==> config.mk <==
export PLATFORM = sky130hd
export DESIGN_NAME = thr_alarm_monitor
export DESIGN_NICKNAME = d
export VERILOG_FILES = /design/src/rtl/thrmon_pkg.sv /design/src/rtl/thrmon_cmp.sv /design/src/rtl/thrmon_latch.sv /design/src/rtl/thr_alarm_monitor.sv
export SDC_FILE = /design/constraint.sdc
export NUM_CORES = 1
export LEC_CHECK = 0
export ABC_AREA = 0
export BUFFER_PORTS_ARGS = -buffer_cell sky130_fd_sc_hd__buf_2
export CAP_MARGIN = 20
export CORE_AREA = 2 2 166 168
export DETAILED_ROUTE_END_ITERATION = 16
export DIE_AREA = 0 0 168 170
export SYNTH_ARGS = -nofsm -noshare
export SYNTH_HDL_FRONTEND = slang
export SYNTH_SLANG_ARGS = --single-unit
export TNS_END_PERCENT = 10
==> constraint.sdc <==
create_clock -name clk -period 1.6 [get_ports clk]
set_input_delay 0.16 -clock clk [delete_from_list [all_inputs] [get_ports clk]]
set_output_delay 0.16 -clock clk [all_outputs]
set_load 0.01 [all_outputs]
==> src/rtl/thrmon_pkg.sv <==
package thrmon_pkg;

    // Position of each limit kind inside one channel's group of limit words
    localparam int LIMS_PER_CH = 4;
    localparam int K_HI_ALM    = 0;
    localparam int K_LO_ALM    = 1;
    localparam int K_HI_WRN    = 2;
    localparam int K_LO_WRN    = 3;

    typedef logic [LIMS_PER_CH-1:0] lim_vec_t;

    // Registered state of one channel: its flags and their read marks
    typedef struct packed {
        lim_vec_t flg;
        lim_vec_t seen;
    } chan_state_t;

    // Even limit kinds are upper bounds, odd kinds are lower bounds
    function automatic logic is_upper(input int kind);
        return (kind % 2) == 0;
    endfunction

endpackage

==> src/rtl/thrmon_cmp.sv <==
module thrmon_cmp
    import thrmon_pkg::*;
#(
    parameter int W          = 16,
    parameter bit SIGNED_CMP = 1'b0
) (
    input  logic [W-1:0]             val,
    input  logic [LIMS_PER_CH*W-1:0] lims,
    output lim_vec_t                 crossed
);

    for (genvar k = 0; k < LIMS_PER_CH; k++) begin : g_lim
        logic [W-1:0] lim_w;
        assign lim_w = lims[k*W +: W];

        if (SIGNED_CMP) begin : g_signed
            if (is_upper(k)) begin : g_up
                assign crossed[k] = $signed(val) > $signed(lim_w);
            end else begin : g_dn
                assign crossed[k] = $signed(val) < $signed(lim_w);
            end
        end else begin : g_unsigned
            if (is_upper(k)) begin : g_up
                assign crossed[k] = val > lim_w;
            end else begin : g_dn
                assign crossed[k] = val < lim_w;
            end
        end
    end

endmodule

==> src/rtl/thrmon_latch.sv <==
module thrmon_latch
    import thrmon_pkg::*;
(
    input  logic     clk,
    input  logic     rst_n,
    input  logic     sample,
    input  logic     hold,
    input  logic     rd,
    input  lim_vec_t crossed,
    output lim_vec_t flags
);

    chan_state_t st_d, st_q;
    lim_vec_t    marked;

    always_comb begin
        st_d   = st_q;
        // a read in this cycle marks whatever is currently latched
        marked = st_q.seen | (rd ? st_q.flg : '0);
        if (sample && !hold) begin
            // set dominates; a marked flag survives only if re-crossed
            st_d.flg  = crossed | (st_q.flg & ~marked);
            st_d.seen = '0;
        end else begin
            st_d.seen = marked;
        end
    end

    always_ff @(posedge clk) begin
        if (!rst_n) begin
            st_q <= '0;
        end else begin
            st_q <= st_d;
        end
    end

    assign flags = st_q.flg;

endmodule

==> src/rtl/thr_alarm_monitor.sv <==
module thr_alarm_monitor
    import thrmon_pkg::*;
#(
    parameter int              NUM_CH      = 5,
    parameter int              W           = 16,
    parameter logic [NUM_CH-1:0] SIGNED_MASK = 5'b00001,
    parameter logic [NUM_CH-1:0] FREEZE_MASK = 5'b01100
) (
    input  logic                            clk,
    input  logic                            rst_n,
    input  logic                            meas_valid,
    input  logic [NUM_CH*W-1:0]             meas,
    input  logic [NUM_CH*LIMS_PER_CH*W-1:0] limits,
    input  logic                            tx_off,
    input  logic                            flag_rd,
    output logic [NUM_CH-1:0]               hi_alarm,
    output logic [NUM_CH-1:0]               lo_alarm,
    output logic [NUM_CH-1:0]               hi_warn,
    output logic [NUM_CH-1:0]               lo_warn
);

    localparam int GRP_W = LIMS_PER_CH * W;

    for (genvar c = 0; c < NUM_CH; c++) begin : g_ch
        lim_vec_t crossed;
        lim_vec_t flags;
        logic     hold;

        assign hold = tx_off & FREEZE_MASK[c];

        thrmon_cmp #(
            .W          (W),
            .SIGNED_CMP (SIGNED_MASK[c])
        ) u_cmp (
            .val     (meas[c*W +: W]),
            .lims    (limits[c*GRP_W +: GRP_W]),
            .crossed (crossed)
        );

        thrmon_latch u_latch (
            .clk     (clk),
            .rst_n   (rst_n),
            .sample  (meas_valid),
            .hold    (hold),
            .rd      (flag_rd),
            .crossed (crossed),
            .flags   (flags)
        );

        assign hi_alarm[c] = flags[K_HI_ALM];
        assign lo_alarm[c] = flags[K_LO_ALM];
        assign hi_warn[c]  = flags[K_HI_WRN];
        assign lo_warn[c]  = flags[K_LO_WRN];
    end

endmodule

==> results.cfg, run 1 <==
[status]
outcome = finished clean

[worst_setup_path]
cpMaxStageDelayCell = or4_1
worstSetupStartpoint = meas[26]
crit_cells = 7
r2r_cells = 5
arrival_ns = 1.68
start_kind = primary input
reg2reg_to = g_ch[2].u_latch.flags[1]
criticalPathCategory = primary input to flip-flop
crit_path_cell_trace = buf_2 > ha_1 > and4_1 > nand2_1 > or4_1 > a22oi_1 > a311oi_1
worstSetupEndpoint = g_ch[1].u_latch.flags[2]
ff2ff_setup_slack_ns = 0.47
crit_family = simple AND/OR/NAND/NOR gates
critPathCaptureType = flip-flop
worstPathMaxFanout = 4
slowest_delay_ns = 0.52
path_buf_inv = 1
worst_ep_required_time_ns = 1.75
r2r-start = g_ch[2].u_latch.st_q[1]

[synth]
ys_warn_count = 0
async_reset_ff_frac = 0
yosys.area.top_type = ha_1
ys_ff_latch = 40
syn_inst = 1254
synth_area_leaders = ha_1, inv_1, dfxtp_1, a21oi_1, a21o_1
ys.flop_type = dfxtp_1
synth.cell_area_mm2 = 0.00933
synth_top_area_frac = 0.416
synth-edff-count = 0
synth_cell_types = 52
yosysSeqAreaShare = 0.0858
syn_nets = 1969
avgSynthCellArea_um2 = 7.44

[detailed_routing]
dr_total_vias = 10186
wire_per_inst_um = 15.0
wl_um = 31400
drc = 0
drtIter0Drc = 300
drtPass1Iterations = 4
drtAntennaViolNets = 0
via_per_inst = 4.88

[power_and_ir_drop]
p_leak_nw = 7.89
finalPower_w = 0.00513
p_per_area_mw_per_mm2 = 408
peakVddDrop_mv = 0.253

[floorplanning]
core_mm2 = 0.0267
die_area_mm2 = 0.0286
design.portCount = 425
rows = 60
die_y_um = 170
start_util = 0.350
die-width_um = 168

[cts]
cts_buffers = 5
cts-root-buf = clkbuf_16
postCtsSetupBuffers = 0
clkSlewWorstSetupHoldPaths_ns = 0.06
htreeDepth = 2
clock_latency_ns = 0.28
cts_buffer_depth = 2
cts_tree = yes
clock-sinks = 40

[sta]
relSlewSlack = 0.675
grt_setup_unrepaired = yes
post-route-period-util = 0.954
fin_crit_ns = 1.53
clock_skew_ns = 0.000897
tightest_slew_ns = 0.488
finalSetupViolCount = 0
max_freq_ghz = 0.655
slew_viol_final = 0
hold_viol = 0

[finish]
layout_common_cells = buf_2, inv_1, ha_1
final_cell_area_mm2 = 0.0126
fin_nets = 2461
nFillCells = 2721
final_common_cell = buf_2
layout-area-overhead-vs-synth_pct = 34.9
multi_input_comb_area_mm2 = 0.00717
regArea_um2 = 801
drive_above_1_share = 0.305

[global_route]
grt_max_degree = 41
grt_overflow = 0
grt_antenna_before_repair = 4
grt_usage = 0.216
grt_pass1_wl_um = 49800
grt_pass1_vias = 10409

[worst_hold_path]
min_from = limits[319]
min-delay-path-class = primary input to flip-flop

[job]
maxCapViolCount = 0

[placement]
place_area_mm2 = 0.0124
dp_hpwl_um = 28700
port_buffers = 424
place.gp.congestion = 0.928
-- worst reg2reg max path, stage by stage, from the launching register on --
cell     delay (ns)
dfxtp_1        0.34
nor2_1         0.04
o211a_1        0.23
or2_0          0.23
o22ai_1        0.11
a21oi_1        0.05
-- where the power goes --
part	internal (W)	switching, W	total (W)
Clock	0.000822	0.000409	0.00123
Combinational	0.00139	0.00142	0.00281
Sequential	0.00105	0.0000442	0.00110
Total	0.00326	0.00187	0.00513
-- cell type report --
type	count	area share
multi-input combinational	870	0.570
timing repair buffer	516	0.225
inverter	313	0.0934
sequential	40	0.0637
tap	341	0.0339
clock buffer	7	0.0121
clock inverter	1	0.00239
antenna	1	0.000199
-- synthesized netlist by cell type, drive strengths merged, types with 9 or more instances --
master     n
nor3      19
nand2b     9
o21ai     53
nor2b     16
inv      313
a21o      55
nand3     29
o22ai      9
ha       310
a211oi    21
dfxtp     40
a21oi    112
nand4     39
nor2      64
buf       28
a2111oi   11
and3      10
nand2     39
-- cell families after synthesis --
logic type,Yosys count,synth area share
buffers and inverters,344,0.147
adders and majority gates,310,0.416
muxes,1,0.00121
AOI/OAI and AO/OA,314,0.216
DFF,40,0.0858
and+or+nand+nor,245,0.133
-- routing by layer --
metal	up-vias	wire [um]	GRT usage
li1	5335	-	-
met2	289	15500	0.400
met4	4	844	0.0658
met3	50	1860	0.0428
met5	-	32	0
met1	4508	13200	0.249
-- sequential cells by signal (all words and copies together) (netlist names) --
name and cells:
g_ch.u_latch.flags 20, g_ch.u_latch.st_q 20
-- per-stage QoR --
step / setup TNS (ns) / instances / hold WS, ns / util / setup WS [ns]
after floorplan: 0 / 1254 / 0.417 / - / 0.0503
after CTS: 0 / 2088 / 0.290 / 0.471 / 0.0659
after detailed placement: -2.33 / 2080 / 0.449 / 0.465 / -0.210
after global placement: -1.89 / 2080 / 0.441 / 0.465 / -0.189
final: 0 / 2089 / 0.300 / 0.472 / 0.0735
after global routing: -0.0138 / 2089 / 0.298 / 0.472 / -0.00727
-- worst min-delay path by stage --
stage                                           to  slack, ns  cells after the start
after CTS                 g_ch[4].u_latch.flags[3]       0.29                      4
final                     g_ch[4].u_latch.flags[3]       0.30                      4
after global placement     g_ch[4].u_latch.st_q[3]       0.44                      2
after floorplan           g_ch[1].u_latch.flags[3]       0.42                      2
after global routing      g_ch[4].u_latch.flags[3]       0.30                      4
after detailed placement   g_ch[4].u_latch.st_q[1]       0.45                      2
-- what timing repair did --
action	in CTS	in global routing
gates resized for setup	0	5
setup endpoints to repair	0	5
hold buffers	0	0
Note: power is estimated with default switching activity, not from simulation.
==> run 2, diff against run 1 <==
Settings changed: MAX_ROUTING_LAYER set to met4, RECOVER_POWER set to 25.
==> run 2 against run 1 <==
Effect of this change: fmax fell by 0.99%; hold slack got worse by 0.010 ns; setup slack lost 0.015 ns.
==> results.cfg, run 2 (synthesis gave the netlist of run 1 again) <==
[floorplanning]
core_mm2 = 0.0267
die_y_um = 170
start_util = 0.350
die-width_um = 168
die_area_mm2 = 0.0286
design.portCount = 425
rows = 60

[worst_hold_path]
whs_path_depth = 4
min-delay-path-class = primary input to flip-flop

[finish]
regArea_um2 = 801
fin_cells = 2088
drive_above_1_share = 0.303
final_common_cell = buf_2
layout_common_cells = buf_2, inv_1, ha_1
layout-area-overhead-vs-synth_pct = 34.4
fin_nets = 2460
multi_input_comb_area_mm2 = 0.00718
nFillCells = 2775

[global_route]
grt.busiest_layer = met2
grt_max_degree = 41
grt_antenna_before_repair = 2
use_met1 = 0.248
met3_usage = 0.0360
grt_pass1_vias = 10293
grt_util_met2 = 0.418
grt_pass1_wl_um = 49500
grt_usage = 0.223
grt_overflow = 0

[sta]
clock_skew_ns = 0.000920
post-route-period-util = 0.964
hold_viol = 0
relSlewSlack = 0.683
tightest_slew_ns = 0.475
max_freq_ghz = 0.649
whs_ns = 0.290
slew_viol_final = 0
finalSetupViolCount = 0
grt_setup_unrepaired = yes
fin_crit_ns = 1.54
tns_ns = 0

[detailed_routing]
via_per_inst = 4.88
drtAntennaViolNets = 0
wl_um = 31800
dr_total_vias = 10195
drtIter0Drc = 283
wire_per_inst_um = 15.2
drc = 0
drtPass1Iterations = 4

[cts]
postCtsSetupBuffers = 0
cts-root-buf = clkbuf_16
clock_latency_ns = 0.28
htreeDepth = 2
clock-sinks = 40
hold_buffers = 0
cts_tree = yes
clkSlewWorstSetupHoldPaths_ns = 0.06
cts_buffer_depth = 2
cts_buffers = 5

[power_and_ir_drop]
pwr-share-comb = 0.577
p_sw_w = 0.00187
pwr-share-clk = 0.198
finalPower_w = 0.00488
p_seq_frac = 0.225
internal_power_w = 0.00301
peakVddDrop_mv = 0.271
p_leak_nw = 7.85
p_per_area_mw_per_mm2 = 389
netSwitchingFraction = 0.384

[placement]
place_inst = 2079
dp_hpwl_um = 29000
port_buffers = 424
place.gp.congestion = 0.946

[worst_setup_path]
r2r_cells = 5
crit_path_cell_trace = buf_2 > ha_1 > and4_1 > nand2_1 > or4_1 > a22oi_1 > a311oi_1
arrival_ns = 1.70
worstPathMaxFanout = 4
critPathCaptureType = flip-flop
slowest_delay_ns = 0.52
start_kind = primary input
cpMaxStageDelayCell = or4_1
ff2ff_setup_slack_ns = 0.47
criticalPathCategory = primary input to flip-flop
worst_ep_required_time_ns = 1.75

[status]
outcome = finished clean

[job]
maxCapViolCount = 0
-- run 2: changes by cell type in the layout (fill, tap and decap cells not counted), sizes merged --
cell    change
buf         -5
clkbuf      +3
bufinv      -1
clkinv      +1
diode       +1
-- run 2: metal layers --
| metal | vias up | share of wire |
|---|---|---|
| met5 | - | 0 |
| met4 | 0 | 0.015 |
| met3 | 26 | 0.057 |
| met2 | 296 | 0.51 |
| met1 | 4545 | 0.42 |
| li1 | 5328 | - |
-- run 2: repair_timing --
action                     in CTS  in global routing
resized for setup               0                  7
hold endpoints to repair        0                  0
setup endpoints to repair       0                  5
-- run 2: final timing paths --
check / end / from
worst max register to register: g_ch[3].u_latch.flags[1] / g_ch[3].u_latch.st_q[1]
worst min register to register: g_ch[1].u_latch.st_q[3] / g_ch[1].u_latch.st_q[3]
worst min-delay path: g_ch[4].u_latch.flags[3] / limits[319]
worst max-delay path: g_ch[1].u_latch.flags[2] / meas[26]
-- run 2: metrics by stage --
step                      cell area (um2)  worst slack (ns)  utilization
after detailed placement            12400            -0.270        0.465
after global placement              12400            -0.257        0.465
after floorplan                      9330            0.0503            -
final                               12500            0.0582        0.471
after CTS                           12500            0.0484        0.470
after global routing                12500           -0.0272        0.471
-- run 2: power by group through the flow --
stage	sequential, W	combinational [W]	clock (W)
after detailed placement	0.00112	0.00281	0
after global placement	0.00112	0.00275	0
final	0.00110	0.00282	0.000964
after floorplan	0.00110	0.00153	0
after CTS	0.00110	0.00283	0.00102
after global routing	0.00111	0.00323	0.00106
-- run 2: layout make-up --
| class | instances | share of cell area |
|---|---|---|
| multi-input combinational | 870 | 0.572 |
| timing repair buffer | 515 | 0.225 |
| inverter | 313 | 0.0937 |
| sequential | 40 | 0.0638 |
| tap | 341 | 0.0340 |
| clock buffer | 6 | 0.0103 |
| clock inverter | 1 | 0.000399 |
| antenna | 2 | 0.000399 |
-- run 2: worst max-delay path: cells and delay by family --
family	cells	cell delay [ns]
compound gates	2	0.22
fa+ha+maj	1	0.31
buf+inv	1	0.13
simple gates	3	0.88
==> run 3, diff against run 2 <==
Settings changed: CORE_AREA 2 2 166 168 to 2 2 167 169, DIE_AREA 0 0 168 170 to 0 0 169 171, REMOVE_ABC_BUFFERS set to 1.
Clock period 1.6 ns to 1.47 ns, I/O delays scaled along.
==> run 3 against run 2 <==
Effect of this change: setup slack worse by 0.019 ns; largest power group unchanged; sequential share of layout area is 0.22 points lower; critical path type unchanged; hold slack lost 0.0078 ns; highest routed layer unchanged; total power up 15%; wire length rose by 0.17%; core utilization grew 0.46 points; critical endpoint is now g_ch[0].u_latch.flags[0]; clock power increased by 28%.
==> results.cfg, run 3 (synthesis gave the netlist of run 1 again) <==
[status]
outcome = finished clean

[detailed_routing]
via_per_inst = 4.85
drtAntennaViolNets = 0
wire_per_inst_um = 15.0
dr_total_vias = 10292
routed.top_layer = met4
drtPass1Iterations = 4
drtIter0Drc = 323
wl_met1_um = 13600
wl_met2_um = 15900
wl_met3_um = 1800
drc = 0
wl_um = 31800

[sta]
hold_viol = 0
tightest_slew_ns = 0.424
grt_setup_unrepaired = yes
slew_viol_final = 0
max_freq_ghz = 0.699
post-route-period-util = 0.973
worst_slack_ns = 0.0394
fin_crit_ns = 1.43
relSlewSlack = 0.715
clock_skew_ns = 0.00760
finalSetupViolCount = 0

[worst_setup_path]
start_kind = primary input
criticalPathCategory = primary input to flip-flop
worstPathMaxFanout = 3
slowest_delay_ns = 0.29
arrival_ns = 1.58
crit_path_cell_trace = buf_2 > buf_4 > ha_1 > nor2b_1 > o211ai_1 > a21boi_2 > nor4b_2 > a211oi_1
cpMaxStageDelayCell = ha_1
path_buf_inv = 2
crit_family = compound AO/OA/AOI/OAI gates
critPathCaptureType = flip-flop
worst_ep_required_time_ns = 1.62

[cts]
clock_latency_ns = 0.28
cts_buffer_depth = 2
clkSlewWorstSetupHoldPaths_ns = 0.06
hold_buffers = 0
cts-root-buf = clkbuf_16
clock-sinks = 40
htreeDepth = 2
cts_tree = yes
cts_buffers = 5

[finish]
fin_nets = 2483
layout_common_cells = buf_2, inv_1, ha_1
drive_above_1_share = 0.331
layout-area-overhead-vs-synth_pct = 39.2
final_common_cell = buf_2
final_cell_area_mm2 = 0.0130

[floorplanning]
core_mm2 = 0.0273
die-width_um = 169
die_y_um = 171
start_util = 0.341
design.portCount = 425
rows = 61
die_area_mm2 = 0.0289

[global_route]
grt_max_degree = 28
grt_usage = 0.217
grt_overflow = 0
grt_pass1_wl_um = 49100
grt_antenna_before_repair = 4
grt_pass1_vias = 10333

[power_and_ir_drop]
p_sw_w = 0.00209
p_leak_nw = 8.02
p_seq_frac = 0.212
peakVddDrop_mv = 0.253
p_per_area_mw_per_mm2 = 433
finalPower_w = 0.00563
pwr-share-clk = 0.219
internal_power_w = 0.00354
pwr-share-comb = 0.569
netSwitchingFraction = 0.372

[placement]
place.gp.congestion = 0.918
place_area_mm2 = 0.0126
dp_hpwl_um = 28900
port_buffers = 424
pre_cts_slack_ns = -0.367

[job]
maxCapViolCount = 0

[worst_hold_path]
min-delay-path-class = primary input to flip-flop
run 3: cell count changes in the layout (fill, tap and decap cells not counted), moves of 3 or more:
cell,before,now
buf_4,88,110
a2111oi_0,7,0
a21oi_1,112,107
a211oi_2,1,4
ha_4,0,5
nor3_1,18,15
a2111oi_2,3,9
a211oi_1,20,17
a21oi_2,0,5
diode_2,2,5
ha_1,310,305
run 3: layout make-up:
| type | instances | area (um2) |
|---|---|---|
| well taps | 346 | 433 |
| repair buffers | 538 | 3000 |
| flip-flops and latches | 40 | 801 |
| fillers | 2851 | 14300 |
| clock buffers | 6 | 129 |
| multi-input cells | 870 | 7400 |
| inverters | 313 | 1170 |
| clock inverters | 2 | 35.0 |
| diodes | 5 | 12.5 |
run 3: worst min-delay path: cells and delay by family:
kind                       cells  cell delay, ns
buffers and inverters          2            0.15
adders and majority gates      1            0.15
AOI/OAI and AO/OA              1            0.07
run 3: power by group through the flow:
stage	Sequential [W]	Clock, W	Combinational (W)
floorplan	0.00123	0	0.00156
global placement	0.00122	0	0.00303
detailed placement	0.00122	0	0.00310
CTS	0.00119	0.00129	0.00314
global route	0.00120	0.00133	0.00365
finish	0.00119	0.00123	0.00320
run 3: repair_timing:
item / in CTS / in global routing
hold endpoints to repair: 0 / 0
buffers inserted: 0 / 0
pin swaps: 3 / 14
resized for setup: 9 / 40
endpoints found under the setup margin: 6 / 15
run 3: final timing paths:
path	from	end	slack (ns)	cells past startpoint
hold / removal	limits[127]	g_ch[1].u_latch.flags[3]	0.28	4
setup reg to reg	g_ch[0].u_latch.st_q[0]	g_ch[0].u_latch.flags[0]	0.31	4
hold reg to reg	g_ch[4].u_latch.st_q[1]	g_ch[4].u_latch.st_q[1]	0.46	2
setup / recovery	meas[1]	g_ch[0].u_latch.flags[0]	0.04	8
run 3: layer usage:
metal,up-vias,global-route usage
met3,36,0.0377
li1,5388,-
met5,-,-
met2,300,0.400
met4,0,0.0468
met1,4568,0.246
run 3: per-stage QoR:
stage	cells	TNS (ns)	util	hold WS, ns
2_1_floorplan	1223	-0.189	-	0.278
3_3_place_gp	2107	-4.40	0.460	0.443
3_5_place_dp	2107	-4.76	0.460	0.455
4_1_cts	2115	-0.0398	0.467	0.280
5_1_grt	2119	-0.0879	0.475	0.309
6_report	2120	0	0.475	0.283
